[config.mk]
export PLATFORM = sky130hd
export DESIGN_NAME = chan_count_conv
export DESIGN_NICKNAME = d
export VERILOG_FILES = /design/src/rtl/chan_count_pkg.sv /design/src/rtl/chan_reduce.sv /design/src/rtl/chan_expand.sv /design/src/rtl/chan_trim.sv /design/src/rtl/chan_count_lane.sv /design/src/rtl/chan_count_conv.sv
export SDC_FILE = /design/constraint.sdc
export NUM_CORES = 1
export LEC_CHECK = 0
export CAP_MARGIN = 5
export CELL_PAD_IN_SITES_DETAIL_PLACEMENT = 1
export CELL_PAD_IN_SITES_GLOBAL_PLACEMENT = 1
export CORE_MARGIN = 1
export CORE_UTILIZATION = 33
export CTS_CLUSTER_DIAMETER = 100
export CTS_CLUSTER_SIZE = 16
export DETAILED_ROUTE_END_ITERATION = 12
export PLACE_DENSITY_LB_ADDON = 0.1
export SYNTH_ARGS = -nofsm -noshare
export SYNTH_HDL_FRONTEND = slang
export SYNTH_HIERARCHICAL = 1
export SYNTH_SLANG_ARGS = --single-unit
[constraint.sdc]
create_clock -name clk -period 2.99 [get_ports clk]
set_input_delay 0.299 -clock clk [delete_from_list [all_inputs] [get_ports clk]]
set_output_delay 0.299 -clock clk [all_outputs]
set_load 0.01 [all_outputs]
[src/rtl/chan_count_pkg.sv]
package chan_count_pkg;

  typedef enum logic [1:0] {
    RED_LEFT  = 2'd0,
    RED_RIGHT = 2'd1,
    RED_AVG   = 2'd2,
    RED_RSVD  = 2'd3
  } reduce_mode_e;

  typedef enum logic {
    EXP_ZERO = 1'b0,
    EXP_COPY = 1'b1
  } expand_mode_e;

  typedef enum logic [1:0] {
    CONV_PASS   = 2'd0,
    CONV_REDUCE = 2'd1,
    CONV_EXPAND = 2'd2,
    CONV_TRIM   = 2'd3
  } conv_kind_e;

  // Select the conversion from the input and output channel counts.
  function automatic conv_kind_e pick_kind(input int unsigned in_n,
                                           input int unsigned out_n);
    if (in_n == out_n)                return CONV_PASS;
    else if (out_n == 1 && in_n >= 2) return CONV_REDUCE;
    else if (in_n == 1 && out_n >= 2) return CONV_EXPAND;
    else                              return CONV_TRIM;
  endfunction

endpackage

[src/rtl/chan_reduce.sv]
module chan_reduce
  import chan_count_pkg::*;
#(
  parameter int SW = 16
) (
  input  logic [SW-1:0] left,
  input  logic [SW-1:0] right,
  input  reduce_mode_e  mode,
  output logic [SW-1:0] mono
);

  // One guard bit keeps the sum from wrapping; dropping bit 0 is a floor shift.
  logic signed [SW:0] sum;
  assign sum = $signed({left[SW-1], left}) + $signed({right[SW-1], right});

  always_comb begin
    case (mode)
      RED_RIGHT: mono = right;
      RED_AVG:   mono = sum[SW:1];
      default:   mono = left;
    endcase
  end

endmodule

[src/rtl/chan_expand.sv]
module chan_expand
  import chan_count_pkg::*;
#(
  parameter int SW  = 16,
  parameter int NCH = 4
) (
  input  logic [SW-1:0]     mono,
  input  expand_mode_e      mode,
  output logic [NCH*SW-1:0] frame
);

  assign frame[0 +: SW]  = mono;
  assign frame[SW +: SW] = (mode == EXP_COPY) ? mono : '0;

  for (genvar i = 2; i < NCH; i++) begin : g_hi
    assign frame[i*SW +: SW] = '0;
  end

endmodule

[src/rtl/chan_trim.sv]
module chan_trim #(
  parameter int SW  = 16,
  parameter int NCH = 4,
  parameter int CW  = 3
) (
  input  logic [NCH*SW-1:0] din,
  input  logic [CW-1:0]     keep,
  output logic [NCH*SW-1:0] dout
);

  for (genvar i = 0; i < NCH; i++) begin : g_ch
    localparam logic [CW-1:0] IDX = CW'(i);
    assign dout[i*SW +: SW] = (IDX < keep) ? din[i*SW +: SW] : '0;
  end

endmodule

[src/rtl/chan_count_lane.sv]
module chan_count_lane
  import chan_count_pkg::*;
#(
  parameter int SW  = 16,
  parameter int NCH = 4,
  parameter int CW  = 3
) (
  input  logic              clk,
  input  logic              rst_n,
  input  logic              in_valid,
  output logic              in_ready,
  input  logic [NCH*SW-1:0] in_data,
  input  logic [CW-1:0]     in_ch,
  output logic              out_valid,
  input  logic              out_ready,
  output logic [NCH*SW-1:0] out_data,
  output logic [CW-1:0]     out_ch,
  input  logic [CW-1:0]     cfg_out_ch,
  input  reduce_mode_e      cfg_reduce,
  input  expand_mode_e      cfg_expand
);

  typedef struct packed {
    logic [CW-1:0] cnt;
    reduce_mode_e  red;
    expand_mode_e  exp;
  } lane_cfg_t;

  lane_cfg_t live_cfg, held_cfg_q, act_cfg;
  logic      stall_q;

  assign live_cfg = '{cnt: cfg_out_ch, red: cfg_reduce, exp: cfg_expand};

  // A frame offered but not taken keeps the settings it was first converted with.
  always_ff @(posedge clk) begin
    if (!rst_n) begin
      stall_q    <= 1'b0;
      held_cfg_q <= '0;
    end else begin
      stall_q <= in_valid & ~out_ready;
      if (!stall_q) held_cfg_q <= live_cfg;
    end
  end

  assign act_cfg = stall_q ? held_cfg_q : live_cfg;

  conv_kind_e    kind;
  logic [CW-1:0] keep;
  logic [SW-1:0] mono;
  logic [NCH*SW-1:0] exp_frame, trim_frame;

  assign kind = pick_kind(32'(in_ch), 32'(act_cfg.cnt));
  assign keep = (in_ch < act_cfg.cnt) ? in_ch : act_cfg.cnt;

  chan_reduce #(.SW(SW)) u_reduce (
    .left (in_data[0 +: SW]),
    .right(in_data[SW +: SW]),
    .mode (act_cfg.red),
    .mono (mono)
  );

  chan_expand #(.SW(SW), .NCH(NCH)) u_expand (
    .mono (in_data[0 +: SW]),
    .mode (act_cfg.exp),
    .frame(exp_frame)
  );

  chan_trim #(.SW(SW), .NCH(NCH), .CW(CW)) u_trim (
    .din (in_data),
    .keep(keep),
    .dout(trim_frame)
  );

  always_comb begin
    out_data = '0;
    case (kind)
      CONV_PASS:   out_data = in_data;
      CONV_REDUCE: out_data[0 +: SW] = mono;
      CONV_EXPAND: out_data = exp_frame;
      default:     out_data = trim_frame;
    endcase
  end

  assign out_ch    = act_cfg.cnt;
  assign out_valid = in_valid;
  assign in_ready  = out_ready;

endmodule

[src/rtl/chan_count_conv.sv]
module chan_count_conv
  import chan_count_pkg::*;
#(
  parameter int  SW     = 16,
  parameter int  MAX_CH = 4,
  localparam int CW     = $clog2(MAX_CH + 1),
  localparam int DW     = MAX_CH * SW
) (
  input  logic          clk,
  input  logic          rst_n,
  input  logic          pb_in_valid,
  output logic          pb_in_ready,
  input  logic [DW-1:0] pb_in_data,
  input  logic [CW-1:0] pb_in_ch,
  output logic          pb_out_valid,
  input  logic          pb_out_ready,
  output logic [DW-1:0] pb_out_data,
  output logic [CW-1:0] pb_out_ch,
  input  logic [CW-1:0] pb_cfg_out_ch,
  input  logic [1:0]    pb_cfg_reduce,
  input  logic          pb_cfg_expand,
  input  logic          cp_in_valid,
  output logic          cp_in_ready,
  input  logic [DW-1:0] cp_in_data,
  input  logic [CW-1:0] cp_in_ch,
  output logic          cp_out_valid,
  input  logic          cp_out_ready,
  output logic [DW-1:0] cp_out_data,
  output logic [CW-1:0] cp_out_ch,
  input  logic [CW-1:0] cp_cfg_out_ch,
  input  logic [1:0]    cp_cfg_reduce,
  input  logic          cp_cfg_expand
);

  // Playback: audio side in, client side out.
  chan_count_lane #(.SW(SW), .NCH(MAX_CH), .CW(CW)) u_pb (
    .clk       (clk),
    .rst_n     (rst_n),
    .in_valid  (pb_in_valid),
    .in_ready  (pb_in_ready),
    .in_data   (pb_in_data),
    .in_ch     (pb_in_ch),
    .out_valid (pb_out_valid),
    .out_ready (pb_out_ready),
    .out_data  (pb_out_data),
    .out_ch    (pb_out_ch),
    .cfg_out_ch(pb_cfg_out_ch),
    .cfg_reduce(reduce_mode_e'(pb_cfg_reduce)),
    .cfg_expand(expand_mode_e'(pb_cfg_expand))
  );

  // Capture: client side in, audio side out.
  chan_count_lane #(.SW(SW), .NCH(MAX_CH), .CW(CW)) u_cp (
    .clk       (clk),
    .rst_n     (rst_n),
    .in_valid  (cp_in_valid),
    .in_ready  (cp_in_ready),
    .in_data   (cp_in_data),
    .in_ch     (cp_in_ch),
    .out_valid (cp_out_valid),
    .out_ready (cp_out_ready),
    .out_data  (cp_out_data),
    .out_ch    (cp_out_ch),
    .cfg_out_ch(cp_cfg_out_ch),
    .cfg_reduce(reduce_mode_e'(cp_cfg_reduce)),
    .cfg_expand(expand_mode_e'(cp_cfg_expand))
  );

endmodule

==> run_results.csv, run 1 <==
group,metric,value,unit
min_path,worstHoldPathCells,2,
final_layout,multi_input_area,6768,sq um
sta,tightest_slew,0.6552,ns
synthesis,async_flop_share,0,%
clock_network,clock_path_buffers,2,
global_route,grt_overflow,0,
power,p_leak,5.638,nW
clock_network,path_clk_slew,0.05,ns
power,p_per_area,269.0,nW/um^2
clock_network,htree_levels,1,
worst_setup_path,cp_slowest_cell,"mux2_4",
worst_setup_path,setup.worst_path.start_class,"register",
route,ant_nets,0,
floorplan,die_h,157.0,um
synthesis,syn-cell-area,7930,sq um
route,vias_per_cell,5.284,
status,status,"finished, violations left",
route,drc,0,
clock_network,cts_tree,"built",
floorplan,rows,56,
final_layout,layout-drive-gt1-share,34.02,%
sta,period_minus_slack,3.259,ns
synthesis,yosysWarnings,6,
synthesis,synth_most_common_cell,"and2_1",
route,first_pass_iters,5,
floorplan,die_w,157.0,um
worst_setup_path,path_class,"register to primary output",
worst_setup_path,crit_fanout,5,
final_layout,seq_area,285.3,sq um
min_path,worstHoldPathType,"register to register",
clock_network,cts_buffers,3,
worst_setup_path,path_cells,"buf_12 > mux2i_4 > ha_4 > nor2b_4 > o21ai_1 > nand2b_1 > mux2_4 > nor3_4 > buf_12 > buf_16 > buf_8 > nor2b_4 > a221o_1 > buf_2",
clock_network,clock-sinks,14,
worst_setup_path,path_delay_family,"buffers and inverters",
synthesis,synth.area.top_cells,"a221o_1 16%, and2_1 14%, buf_4 10%, nor2b_1 8.2%, ha_1 6.6%",
worst_setup_path,end_kind,"primary output",
synthesis,netlist.area_leader.share,16.16,%
sta,fmax,0.3069,GHz
worst_setup_path,r2r_setup_slack,1.29,ns
final_layout,n_fill_cell,2945,
sta,setup_ws,-0.2688,ns
clock_network,insertion_delay,0.25,ns
floorplan,fp.dieArea,24660,sq um
status,violations,"setup timing",
sta,setup-violations-final,101,
placed_design,dp_slack,-0.5601,ns
worst_setup_path,worstSetupPathDepth,14,
synthesis,syn_area_per_cell,7.699,sq um
route,route.top_layer_used,"met4",
global_route,grt.total_usage,26.48,%
flow_run,cap_violations,0,
global_route,grt_pass1_vias,9547,
sta,relSlewSlack,56.13,%
worst_setup_path,arrival,2.96,ns
synthesis,yosysSeqAreaShare,3.534,%
synthesis,synth_top_cells_by_count,"180 x and2_1, 128 x a221o_1, 110 x buf_4, 104 x nor2b_1, 42 x ha_1",
sta,report.final.slew_viol_count,0,
sta,rsz0062_at_grt,"yes",
route,initialDrtViolationCount,475,
route,wl,34020,um
worst_setup_path,rr_startpoint,"u_pb/stall_q$_SDFF_PN0_",
synthesis,yosysUniqueCellTypes,58,
sta,setup-tns-final,-15.25,ns
worst_setup_path,worstPathRequired,2.69,ns
route,route.detailed.wl_per_inst,19.20,um
placed_design,dpl_cell_area,11910,sq um
final_layout,area_growth,55.05,%
floorplan,io_pins,290,
placed_design,port_buffers,289,
floorplan,start_util,33.68,%
worst_setup_path,path_buf_inv,5,
route,wl_met1,15030,um
power,finalPower,3.307,mW
placed_design,dp_hpwl,24750,um
global_route,antenna_found_initial,1,
worst_setup_path,r2r_cells,10,
min_path,min_to,"u_pb/held_cfg_q[2]$_SDFF_PN0_",
route,dr_wl_met3,1828,um
sta,fin_skew,0.0006408,ns
sta,hold_viol_final,0,
min_path,hold_path_startpoint,"u_pb/held_cfg_q[2]$_SDFF_PN0_",
power,peakVddDrop,162.8,uV
worst_setup_path,critical-path-max-stage-delay,0.35,ns
final_layout,postLayoutCoreUtil,52.23,%
synthesis,synth.largest_area_cell,"a221o_1",
floorplan,coreArea,23540,sq um
synthesis,synth_flop_cell,"dfxtp_1",
global_route,grt_max_degree,35,
clock_network,clock-root-buffer,"clkbuf_16",
global_route,grt_pass1_wl,51880,um
final_layout,nNetsFinal,1650,
synthesis,synth_seq_cells,14,
route,met2_wirelength,16630,um
final_layout,finalInstanceArea,12300,sq um
route,num_vias,9363,
synthesis,synth_edf_count,0,
synthesis,netlist_instances,1030,
sta,finalCritPeriodShare,109.0,%
placed_design,gp_congestion,0.8610,
worst_setup_path,r2r-end,"u_pb/held_cfg_q[4]$_SDFF_PN0_",
==> sequential cells by signal (all words and copies together), names as in the netlist <==
register         cells
u_pb/held_cfg_q      6
u_cp/stall_q         1
u_pb/stall_q         1
u_cp/held_cfg_q      6
==> worst register-to-register path, cell delays in order, from the launching register on <==
cell     delay, ns
dfxtp_4       0.39
mux2i_4       0.28
buf_6         0.12
buf_4         0.10
buf_4         0.10
buf_4         0.09
buf_4         0.09
buf_4         0.09
inv_2         0.04
buf_4         0.12
and2_1        0.15
==> power by group <==
part / total, mW / switching (mW) / leakage [nW] / internal (mW)
registers: 0.208 / 0.00950 / 0.117 / 0.198
clock network: 0.251 / 0.0765 / 0.0370 / 0.175
logic: 2.85 / 1.35 / 5.48 / 1.50
total: 3.31 / 1.44 / 5.64 / 1.87
==> layout make-up <==
| class | instances | area share (%) |
|---|---|---|
| flip-flops and latches | 14 | 2.320 |
| inverters | 28 | 0.8548 |
| diodes | 1 | 0.02035 |
| clock buffers | 3 | 0.6106 |
| well taps | 319 | 3.246 |
| multi-input cells | 876 | 55.04 |
| repair buffers | 531 | 37.91 |
==> per-stage QoR <==
stage	cells	hold WS, ns
2_1_floorplan	1092	0.4207
5_1_grt	1772	0.6893
3_3_place_gp	1732	0.6041
6_report	1772	0.6323
3_5_place_dp	1732	0.6312
4_1_cts	1762	0.6443
==> worst max path at each step <==
stage | start | to | slack (ns)
3_3_place_gp | cp_cfg_out_ch[1] | cp_out_data[30] | -0.52
5_1_grt | u_cp/stall_q$_SDFF_PN0_ | cp_out_data[1] | -0.36
2_1_floorplan | u_cp/stall_q$_SDFF_PN0_ | cp_out_data[10] | 0.25
4_1_cts | u_pb/stall_q$_SDFF_PN0_ | pb_out_data[11] | -0.25
6_report | u_cp/stall_q$_SDFF_PN0_ | cp_out_data[0] | -0.27
3_5_place_dp | cp_cfg_out_ch[1] | cp_out_data[2] | -0.56
==> per-layer routing <==
metal	GRT usage [%]	up-vias
met5	0	-
met4	5.270	0
met3	3.497	38
met2	46.54	252
met1	34.35	4601
li1	-	4472
==> timing repair <==
item / CTS / global route
pin swaps: 10 / 15
gates cloned: 5 / 2
endpoints found under the setup margin: 128 / 121
buffers inserted: 22 / 10
resized for setup: 472 / 74
hold buffers: 0 / 0
==> layout by cell type, fill, tap and decap left out, types with 19 or more instances in the layout <==
master and count:
clkdlybuf4s50_1 158, conb_1 64, dlygate4sd2_1 23, buf_12 19, buf_2 83, buf_4 202, nor2b_1 89, inv_1 25
and2_1 179, a22oi_1 20, a31o_2 32, o21ai_0 30, buf_6 24, ha_1 37, nor2_1 25, and2_2 25
a21oi_1 28, nand2_1 36, a221o_1 128
==> cell families after synthesis <==
| group | synth area share (%) |
|---|---|
| AO/OA/AOI/OAI | 32.15 |
| XOR/XNOR | 2.651 |
| adder cells (fa/ha/maj) | 7.132 |
| buffers and inverters | 17.39 |
| flip-flops | 3.534 |
| multiplexers | 2.745 |
| other | 0.09470 |
| AND/OR/NAND/NOR | 34.30 |
Note: power is estimated with default switching activity, not from simulation.
==> run 2: changes to the inputs <==
CAP_MARGIN = unset   (was 5)
==> results of run 2 <==
No change in the layout: final DEF, timing and power equal those of run 1.
